### config.mk
export PLATFORM = sky130hd
export DESIGN_NAME = xrd_fast_read
export DESIGN_NICKNAME = d
export VERILOG_FILES = /design/src/rtl/xrd_pkg.sv /design/src/rtl/xrd_cfg_bank.sv /design/src/rtl/xrd_seg_calc.sv /design/src/rtl/xrd_seq_core.sv /design/src/rtl/xrd_fast_read.sv
export SDC_FILE = /design/constraint.sdc
export NUM_CORES = 1
export LEC_CHECK = 0
export ABC_AREA = 1
export BUFFER_PORTS_ARGS = -buffer_cell sky130_fd_sc_hd__buf_4
export CORE_ASPECT_RATIO = 0.6
export CORE_MARGIN = 2
export CORE_UTILIZATION = 56
export CTS_CLUSTER_DIAMETER = 60
export DETAILED_ROUTE_END_ITERATION = 12
export PLACE_DENSITY = 0.8
export SYNTH_ARGS = -nofsm -noshare
export SYNTH_HDL_FRONTEND = slang
export SYNTH_SLANG_ARGS = --single-unit
### constraint.sdc
create_clock -name clk -period 3.55 [get_ports clk]
set_clock_uncertainty 0.05 [all_clocks]
set_input_delay 0.5325 -clock clk [delete_from_list [all_inputs] [get_ports clk]]
set_output_delay 0.5325 -clock clk [all_outputs]
set_load 0.01 [all_outputs]
### src/rtl/xrd_pkg.sv
package xrd_pkg;
  localparam int ADV_OE_W  = 2;
  localparam int RD_HOLD_W = 4;
  localparam int CNT_W     = RD_HOLD_W + 1;

  typedef struct packed {
    logic                 addr_hold;
    logic [ADV_OE_W-1:0]  adv_oe;
    logic [RD_HOLD_W-1:0] rd_hold;
  } xrd_cfg_t;
endpackage

### src/rtl/xrd_cfg_bank.sv
module xrd_cfg_bank
  import xrd_pkg::*;
#(
  parameter int NCS = 6,
  parameter int CSW = (NCS > 1) ? $clog2(NCS) : 1
) (
  input  logic           clk,
  input  logic           rst,
  input  logic           wr_en,
  input  logic [CSW-1:0] wr_sel,
  input  xrd_cfg_t       wr_val,
  input  logic [CSW-1:0] rd_sel,
  output xrd_cfg_t       rd_val
);
  xrd_cfg_t recs [NCS];

  for (genvar i = 0; i < NCS; i++) begin : g_rec
    always_ff @(posedge clk) begin
      if (rst)
        recs[i] <= '0;
      else if (wr_en && (wr_sel == CSW'(i)))
        recs[i] <= wr_val;
    end
  end

  always_comb begin
    rd_val = '0;
    for (int i = 0; i < NCS; i++)
      if (rd_sel == CSW'(i)) rd_val = recs[i];
  end
endmodule

### src/rtl/xrd_seg_calc.sv
module xrd_seg_calc
  import xrd_pkg::*;
(
  input  xrd_cfg_t         cfg,
  output logic [CNT_W-1:0] oe_first
);
  logic [CNT_W-1:0] floor_v, ao_v, rh_v, m1;

  always_comb begin
    floor_v  = cfg.addr_hold ? CNT_W'(2) : CNT_W'(1);
    ao_v     = CNT_W'(cfg.adv_oe);
    rh_v     = CNT_W'(cfg.rd_hold);
    m1       = (ao_v > rh_v) ? ao_v : rh_v;
    oe_first = (m1 > floor_v) ? m1 : floor_v;
  end
endmodule

### src/rtl/xrd_seq_core.sv
module xrd_seq_core
  import xrd_pkg::*;
#(
  parameter int AW  = 9,
  parameter int DW  = 16,
  parameter int NCS = 6,
  parameter int CSW = (NCS > 1) ? $clog2(NCS) : 1
) (
  input  logic             clk,
  input  logic             rst,
  input  logic             req_valid,
  input  logic [CSW-1:0]   req_cs,
  input  logic [AW-1:0]    req_addr,
  input  logic             hold_in,
  input  logic [CNT_W-1:0] oe_first,
  output logic             req_ready,
  output logic [NCS-1:0]   bus_cs_n,
  output logic             bus_adv_n,
  output logic [AW-1:0]    bus_addr,
  output logic             bus_oe_n,
  input  logic [DW-1:0]    bus_data_in,
  output logic             rd_done,
  output logic [DW-1:0]    rd_data
);
  typedef enum logic {S_IDLE, S_BUSY} st_t;

  st_t              st;
  logic [CNT_W-1:0] cnt, nxt, oe_at, oe_last;
  logic             hold_q;
  logic [AW-1:0]    addr_lat;
  logic [NCS-1:0]   cs_dec;

  for (genvar i = 0; i < NCS; i++) begin : g_dec
    assign cs_dec[i] = (req_cs == CSW'(i));
  end

  assign nxt       = cnt + CNT_W'(1);
  assign oe_last   = oe_at + CNT_W'(1);
  assign req_ready = (st == S_IDLE);

  always_ff @(posedge clk) begin
    if (rst) begin
      st        <= S_IDLE;
      cnt       <= '0;
      oe_at     <= '0;
      hold_q    <= 1'b0;
      addr_lat  <= '0;
      bus_cs_n  <= '1;
      bus_adv_n <= 1'b1;
      bus_addr  <= '0;
      bus_oe_n  <= 1'b1;
      rd_done   <= 1'b0;
      rd_data   <= '0;
    end else begin
      rd_done <= 1'b0;
      case (st)
        S_IDLE: begin
          if (req_valid) begin
            st        <= S_BUSY;
            cnt       <= '0;
            oe_at     <= oe_first;
            hold_q    <= hold_in;
            addr_lat  <= req_addr;
            bus_cs_n  <= ~cs_dec;
            bus_adv_n <= 1'b0;
            bus_addr  <= req_addr;
            bus_oe_n  <= 1'b1;
          end
        end
        default: begin
          bus_adv_n <= 1'b1;
          cnt       <= nxt;
          bus_addr  <= (cnt == '0 && hold_q) ? addr_lat : '0;
          bus_oe_n  <= !((nxt == oe_at) || (nxt == oe_last));
          if (cnt == oe_last) begin
            rd_data  <= bus_data_in;
            bus_cs_n <= '1;
            bus_oe_n <= 1'b1;
            bus_addr <= '0;
            rd_done  <= 1'b1;
            st       <= S_IDLE;
          end
        end
      endcase
    end
  end
endmodule

### src/rtl/xrd_fast_read.sv
module xrd_fast_read
  import xrd_pkg::*;
#(
  parameter int AW  = 9,
  parameter int DW  = 16,
  parameter int NCS = 6,
  parameter int CSW = (NCS > 1) ? $clog2(NCS) : 1
) (
  input  logic                 clk,
  input  logic                 rst,
  input  logic                 cfg_we,
  input  logic [CSW-1:0]       cfg_sel,
  input  logic                 cfg_addr_hold,
  input  logic [ADV_OE_W-1:0]  cfg_adv_oe,
  input  logic [RD_HOLD_W-1:0] cfg_rd_hold,
  input  logic                 req_valid,
  input  logic [CSW-1:0]       req_cs,
  input  logic [AW-1:0]        req_addr,
  output logic                 req_ready,
  output logic [NCS-1:0]       bus_cs_n,
  output logic                 bus_adv_n,
  output logic [AW-1:0]        bus_addr,
  output logic                 bus_oe_n,
  input  logic [DW-1:0]        bus_data_in,
  output logic                 rd_done,
  output logic [DW-1:0]        rd_data
);
  xrd_cfg_t         wr_rec, sel_rec;
  logic [CNT_W-1:0] oe_first;

  assign wr_rec = '{addr_hold: cfg_addr_hold, adv_oe: cfg_adv_oe, rd_hold: cfg_rd_hold};

  xrd_cfg_bank #(.NCS(NCS), .CSW(CSW)) i_bank (
    .clk(clk), .rst(rst), .wr_en(cfg_we), .wr_sel(cfg_sel), .wr_val(wr_rec),
    .rd_sel(req_cs), .rd_val(sel_rec)
  );

  xrd_seg_calc i_calc (.cfg(sel_rec), .oe_first(oe_first));

  xrd_seq_core #(.AW(AW), .DW(DW), .NCS(NCS), .CSW(CSW)) i_core (
    .clk(clk), .rst(rst), .req_valid(req_valid), .req_cs(req_cs), .req_addr(req_addr),
    .hold_in(sel_rec.addr_hold), .oe_first(oe_first), .req_ready(req_ready),
    .bus_cs_n(bus_cs_n), .bus_adv_n(bus_adv_n), .bus_addr(bus_addr), .bus_oe_n(bus_oe_n),
    .bus_data_in(bus_data_in), .rd_done(rd_done), .rd_data(rd_data)
  );
endmodule

==> flow_summary.toml, run 1 <==
[cells_and_area]
num-fill-cells = 573
fin_area_mm2 = 0.00537
final_nets = 655
seq_area_mm2 = 0.00234
flow.area_growth_from_synthesis_pct = 22.7
footprint_of_the_multi_input_gates_mm2 = 0.00174
final_util = 0.724
drive_above_1_share = 0.182
insertedDiodeCount = 0

[critical_path]
regToRegSetupSlack_ns = 0.57
data_required_time_at_the_worst_endpoint_ns = 3.73
worst_setup_path_start_kind = "primary input"
path_class = "in -> reg"
timing.critical_path.arrival_ns = 3.47
reg2reg_to = "i_core.oe_at[1]"
critical_path.endpoint_type = "flop"
timing.critical_path.fanout_max = 5
regToRegStartpoint = "i_bank.recs[0][0]"
worstRegToRegCells = 20

[logic_synthesis]
synth.area.top_cells = "sky130_fd_sc_hd__edfxtp_1, sky130_fd_sc_hd__dfxtp_1, sky130_fd_sc_hd__nand2_1"
yosys.area.top_type_share = 0.288
synth_async_reset_ratio = 0
number_of_enable_flip_flop_cells_after_synthesis = 42
cell_taking_the_most_area_after_synthesis = "sky130_fd_sc_hd__edfxtp_1"
postSynthCellCount = 528
post_synth.cell_area_avg_um2 = 8.28
post_synthesis_net_count = 577
postSynthRegisterBits = 96
synth_ff_type = "sky130_fd_sc_hd__dfxtp_1"
synth_common_cells = "sky130_fd_sc_hd__nand2_1, sky130_fd_sc_hd__nor2_1, sky130_fd_sc_hd__dfxtp_1, sky130_fd_sc_hd__inv_1, sky130_fd_sc_hd__edfxtp_1"
syn-cell-area_mm2 = 0.00437
warnings_synthesis = 0
synth_cell_type_count = 33
synth_seq_area_share = 0.536
synth_most_common_cell = "sky130_fd_sc_hd__nand2_1"

[hold_path]
whs_endpoint = "i_core.rd_data[7]"
min_from = "bus_data_in[7]"
hold_path.class = "in -> reg"
timing.hold.worst_path_depth = 3

[floorplan]
boundaryPins = 77
floorplan.die.width_um = 118
die_ar_mm2 = 0.00855
fp.coreArea_mm2 = 0.00742
die_y_um = 72.5
starting_density_of_the_core = 0.590
std_cell_rows = 24

[global_routing]
antenna_violations_before_repair = 0
number_of_global_route_vias_before_repair = 3531
pin_count_of_the_biggest_net_entering_global_routing = 24
gr-total-overflow = 0
grt_use_total = 0.274
first_pass_grt_wire_length_um = 17900

[sta]
post-route-min-period_ns = 3.29
slew_viol_final = 0
max_freq_ghz = 0.304
hold_viol_final = 0
setup_viol = 0
rsz0062_at_grt = "false"
setup_total_negative_slack_ns = 0
worst-slew-pin-transition_ns = 0.682
slew-limit-headroom = 0.545
post-route-period-util = 0.926

[power]
report.power.total_mw = 2.75
share_seq_of_total_power = 0.466
max-vdd-ir-drop_v = 0.000332
p_leak_nw = 2.39
p_comb_frac = 0.153
power.net_switching_mw = 0.728
internal_power_mw = 2.02
clockPowerShare = 0.382
cellPowerDensity_mw_per_mm2 = 512
switching_share = 0.265

[routing]
num_vias = 3903
drt.antenna.violating_nets = 0
drt-pass1-iter-count = 7
route.detailed.wl_per_inst_um = 15.8
detail_route.iter0.violations = 390
wl_um = 11300
detail_route.vias_per_cell = 5.46
drc = 0

[clock_network]
clock_path_buffers = 2
clk_latency_ns = 0.35
cts-htree-levels = 3
clk_root_buffer_cell = "sky130_fd_sc_hd__clkbuf_16"
cts_tree = "built"
cts_hold_bufs = 0
clk_transition_reported_paths_ns = 0.07
cts-buffers-inserted = 9
clock_sinks = 96

[flow_run]
drv_cap = 0

[placed_design]
place.port_buffers = 76
gp_congestion = 0.907
place_hpwl_um = 8340
place_area_mm2 = 0.00501

[run_status]
status = "completed"
-- final cells by class --
cell class,count,share of cell area
clock inverter,6,0.0173
multi-input combinational,360,0.324
timing repair buffer,82,0.115
inverter,57,0.0406
tap,104,0.0242
clock buffer,10,0.0427
sequential,96,0.436
-- routing by layer --
metal / track usage / vias up / part of all wire
li1: - / 1891 / -
met1: 0.418 / 1817 / 0.48
met2: 0.365 / 186 / 0.41
met3: 0.0975 / 9 / 0.11
met4: 0.0683 / 0 / 0.0074
met5: 0 / - / 0
-- cell usage in the layout, fill, tap and decap left out, types with 14 or more instances in the layout --
master / count
sky130_fd_sc_hd__inv_1: 53
sky130_fd_sc_hd__edfxtp_1: 42
sky130_fd_sc_hd__o21ai_0: 32
sky130_fd_sc_hd__nand3_1: 32
sky130_fd_sc_hd__buf_4: 82
sky130_fd_sc_hd__nand2_1: 125
sky130_fd_sc_hd__nand4_1: 14
sky130_fd_sc_hd__dfxtp_1: 54
sky130_fd_sc_hd__a21oi_1: 28
sky130_fd_sc_hd__nor2_1: 83
-- stage by stage --
step                worst slack (ns)  hold slack, ns  std cells
floorplan                      0.393           0.380        528
global placement               0.105           0.380        695
detailed placement            -0.112           0.387        695
CTS                            0.239           0.322        711
global route                  0.0177           0.334        715
finish                         0.262           0.328        715
-- worst max-delay path, cell delays in order --
cell and delay, ns:
sky130_fd_sc_hd__buf_4 0.14, sky130_fd_sc_hd__inv_1 0.15, sky130_fd_sc_hd__nor2_2 0.07, sky130_fd_sc_hd__nand2_1 0.17, sky130_fd_sc_hd__inv_1 0.12, sky130_fd_sc_hd__nand2_1 0.07
sky130_fd_sc_hd__nand4_1 0.09, sky130_fd_sc_hd__nor2_1 0.16, sky130_fd_sc_hd__inv_1 0.06, sky130_fd_sc_hd__ha_1 0.27, sky130_fd_sc_hd__a21oi_1 0.25, sky130_fd_sc_hd__nand3_1 0.15
sky130_fd_sc_hd__nand2_1 0.12, sky130_fd_sc_hd__nand2_1 0.06, sky130_fd_sc_hd__ha_1 0.31, sky130_fd_sc_hd__inv_1 0.06, sky130_fd_sc_hd__nor2_1 0.03, sky130_fd_sc_hd__o21ai_0 0.19
sky130_fd_sc_hd__nand3_2 0.12, sky130_fd_sc_hd__nor2_1 0.11, sky130_fd_sc_hd__nor2_1 0.06, sky130_fd_sc_hd__nand2_1 0.10, sky130_fd_sc_hd__a21oi_1 0.06
-- how the worst max path moves through the flow --
stage / cells past startpoint / from / slack, ns / to
global placement: 24 / req_cs[2] / 0.11 / i_core.oe_at[1]
floorplan: 24 / req_cs[2] / 0.39 / i_core.oe_at[1]
detailed placement: 24 / req_cs[2] / -0.11 / i_core.oe_at[1]
global route: 23 / req_cs[1] / 0.02 / i_core.oe_at[1]
CTS: 24 / req_cs[2] / 0.24 / i_core.oe_at[1]
finish: 23 / req_cs[1] / 0.26 / i_core.oe_at[1]
-- what timing repair did --
item / CTS / global route
endpoints found under the hold margin: 0 / 0
resized for setup: 0 / 1
buffers inserted: 0 / 4
setup endpoints to repair: 0 / 2
-- power groups by stage --
stage / combinational, mW / sequential, mW / clock [mW]
after global placement: 0.391 / 1.30 / 0
after CTS: 0.409 / 1.28 / 1.06
after floorplan: 0.248 / 1.30 / 0
after global routing: 0.464 / 1.29 / 1.09
final: 0.420 / 1.28 / 1.05
after detailed placement: 0.406 / 1.30 / 0
-- flip-flops by register name (all words and copies together), names as in the netlist --
signal,count
i_bank.recs,42
i_core.addr_lat,9
i_core.bus_addr,9
i_core.bus_adv_n,1
i_core.bus_cs_n,6
i_core.bus_oe_n,1
i_core.cnt,5
i_core.hold_q,1
i_core.oe_at,4
i_core.rd_data,16
i_core.rd_done,1
i_core.st,1
-- kinds of logic (layout without fill, tap and decap cells) --
kind of cell,Yosys count,count (layout),share of synthesized area
adder cells (fa/ha/maj),7,7,0.0200
XOR/XNOR,12,12,0.0240
AND/OR/NAND/NOR,271,271,0.268
flip-flops,96,96,0.536
buffers and inverters,72,155,0.0667
AO/OA/AOI/OAI,70,70,0.0858
Power figures use the tool's default switching activity.
==> run 2, diff against run 1 <==
Settings changed: CORE_ASPECT_RATIO 0.6 to default.
==> flow_summary.toml, run 2 (synthesized netlist as in run 1, its figures left out) <==
[cells_and_area]
biggestRegsByFlops = "i_bank.recs x42, i_core.rd_data x16"
num-fill-cells = 608
final_util = 0.678
final_nets = 651
insertedDiodeCount = 0
flow.area_growth_from_synthesis_pct = 18.5
largest_register_ff_count = 42
footprint_of_the_multi_input_gates_mm2 = 0.00174
seq_area_mm2 = 0.00234
commonest_cells_after_routing_fill_and_taps_aside = "sky130_fd_sc_hd__nand2_1, sky130_fd_sc_hd__nor2_1, sky130_fd_sc_hd__buf_4"
max_flop_register = "i_bank.recs"
fin_area_mm2 = 0.00518
drive_above_1_share = 0.176
layout.cells.most_common = "sky130_fd_sc_hd__nand2_1"
finalNonFillerCells = 709

[sta]
post-route-worst-setup-slack_ns = 0.233
max_freq_ghz = 0.302
setup_viol = 0
post-route-period-util = 0.934
slew-limit-headroom = 0.549
setup_total_negative_slack_ns = 0
worst-slew-pin-transition_ns = 0.676
hold_viol_final = 0
fin_worst_hold_slack_ns = 0.315
slew_viol_final = 0
rsz0062_at_grt = "false"
post-route-min-period_ns = 3.32

[power]
max-vdd-ir-drop_v = 0.000239
cellPowerDensity_mw_per_mm2 = 448
internal_power_mw = 1.67
power.net_switching_mw = 0.650
switching_share = 0.280
share_seq_of_total_power = 0.549
p_leak_nw = 2.32
p_comb_frac = 0.172
report.power.total_mw = 2.32
clockPowerShare = 0.278

[critical_path]
cp-endpoint = "i_core.oe_at[1]"
regToRegStartpoint = "i_bank.recs[0][0]"
path_class = "in -> reg"
timing.critical_path.fanout_max = 8
crit_path_launch = "req_cs[2]"
timing.critical_path.slowest_cell_delay_ns = 0.43
cpMaxStageDelayCell = "sky130_fd_sc_hd__nor3_2"
cp_common_cell = "sky130_fd_sc_hd__nand2_1"
timing.critical_path.cells = "buf_4 -> inv_1 -> nor3_2 -> nand2_1 -> nand4_1 -> inv_1 -> ha_1 -> a21oi_1 -> a21oi_1 -> nand3_1 -> nand2_1 -> nand2_1 -> ha_1 -> inv_1 -> nor2_1 -> o21ai_0 -> nand3_2 -> nor2_1 -> nor2_1 -> nand2_1 -> a21oi_1"
worst_setup_path_start_kind = "primary input"
data_required_time_at_the_worst_endpoint_ns = 3.74
worstRegToRegCells = 20
critical_path.endpoint_type = "flop"
timing.critical_path.arrival_ns = 3.51
regToRegSetupSlack_ns = 0.43
reg2reg_to = "i_core.oe_at[1]"

[clock_network]
clk_root_buffer_cell = "sky130_fd_sc_hd__clkbuf_8"
clk_transition_reported_paths_ns = 0.09
clock_sinks = 96
post-cts-setup-buffer-count = 0
postCtsResizedCells = 0
clk_latency_ns = 0.36
cts-buffers-inserted = 9
cts-htree-levels = 3
cts_hold_bufs = 0
cts_tree = "built"
clock_path_buffers = 2

[routing]
route.detailed.wl_per_inst_um = 13.8
drt.antenna.violating_nets = 0
drt-pass1-iter-count = 5
drc = 0
num_vias = 3765
detail_route.vias_per_cell = 5.31
wl_um = 9750
detail_route.iter0.violations = 277

[placed_design]
place.port_buffers = 76
place_area_mm2 = 0.00501
gp_congestion = 0.938
dp_slack_ns = -0.00435
numPlacedInstances = 693
place_hpwl_um = 7140

[global_routing]
number_of_global_route_vias_before_repair = 3504
gr-total-overflow = 0
first_pass_grt_wire_length_um = 15900
pin_count_of_the_biggest_net_entering_global_routing = 37
antenna_violations_before_repair = 0
grt_use_total = 0.234

[floorplan]
boundaryPins = 77
std_cell_rows = 32
die_ar_mm2 = 0.00853
starting_density_of_the_core = 0.572
die_y_um = 92.4
floorplan.die.width_um = 92.4
fp.coreArea_mm2 = 0.00765

[run_status]
status = "completed"

[hold_path]
hold_path.class = "in -> reg"

[flow_run]
drv_cap = 0
## run 2: power by group through the flow
stage | clock network [mW] | registers, mW | logic [mW]
2_1_floorplan | 0 | 1.30 | 0.248
3_3_place_gp | 0 | 1.30 | 0.384
3_5_place_dp | 0 | 1.30 | 0.397
4_1_cts | 0.653 | 1.27 | 0.399
5_1_grt | 0.694 | 1.28 | 0.450
6_report | 0.647 | 1.28 | 0.400
## run 2: routing by layer
metal | global-route usage | vias to the layer above | share of wire
met2 | 0.366 | 143 | 0.46
li1 | - | 1864 | -
met4 | 0.0883 | 0 | 0.021
met1 | 0.325 | 1736 | 0.46
met3 | 0.0431 | 22 | 0.063
met5 | 0 | - | 0
## run 2: final cells by class
type                            instances  area share
Sequential cell                        96       0.452
Clock inverter                          4     0.00507
Clock buffer                           12      0.0283
Tap cell                              102      0.0246
Timing Repair Buffer                   78       0.113
Inverter                               57      0.0413
Multi-Input combinational cell        360       0.336
## run 2: worst min-delay path by stage
stage                       start                 end  slack, ns  depth (start not counted)
3_3_place_gp    i_core.rd_data[2]   i_core.rd_data[2]       0.38                          2
4_1_cts            bus_data_in[2]   i_core.rd_data[2]       0.31                          3
3_5_place_dp    i_core.rd_data[2]   i_core.rd_data[2]       0.38                          2
5_1_grt            bus_data_in[8]   i_core.rd_data[8]       0.32                          3
6_report           bus_data_in[2]   i_core.rd_data[2]       0.31                          3
2_1_floorplan  i_core.addr_lat[5]  i_core.addr_lat[5]       0.38                          2
## run 2: worst max-delay path: cells and delay by family
kind	cells	cell delay, ns
adders and majority gates	2	0.60
buffers and inverters	4	0.32
and+or+nand+nor	11	1.48
AOI/OAI and AO/OA	4	0.57
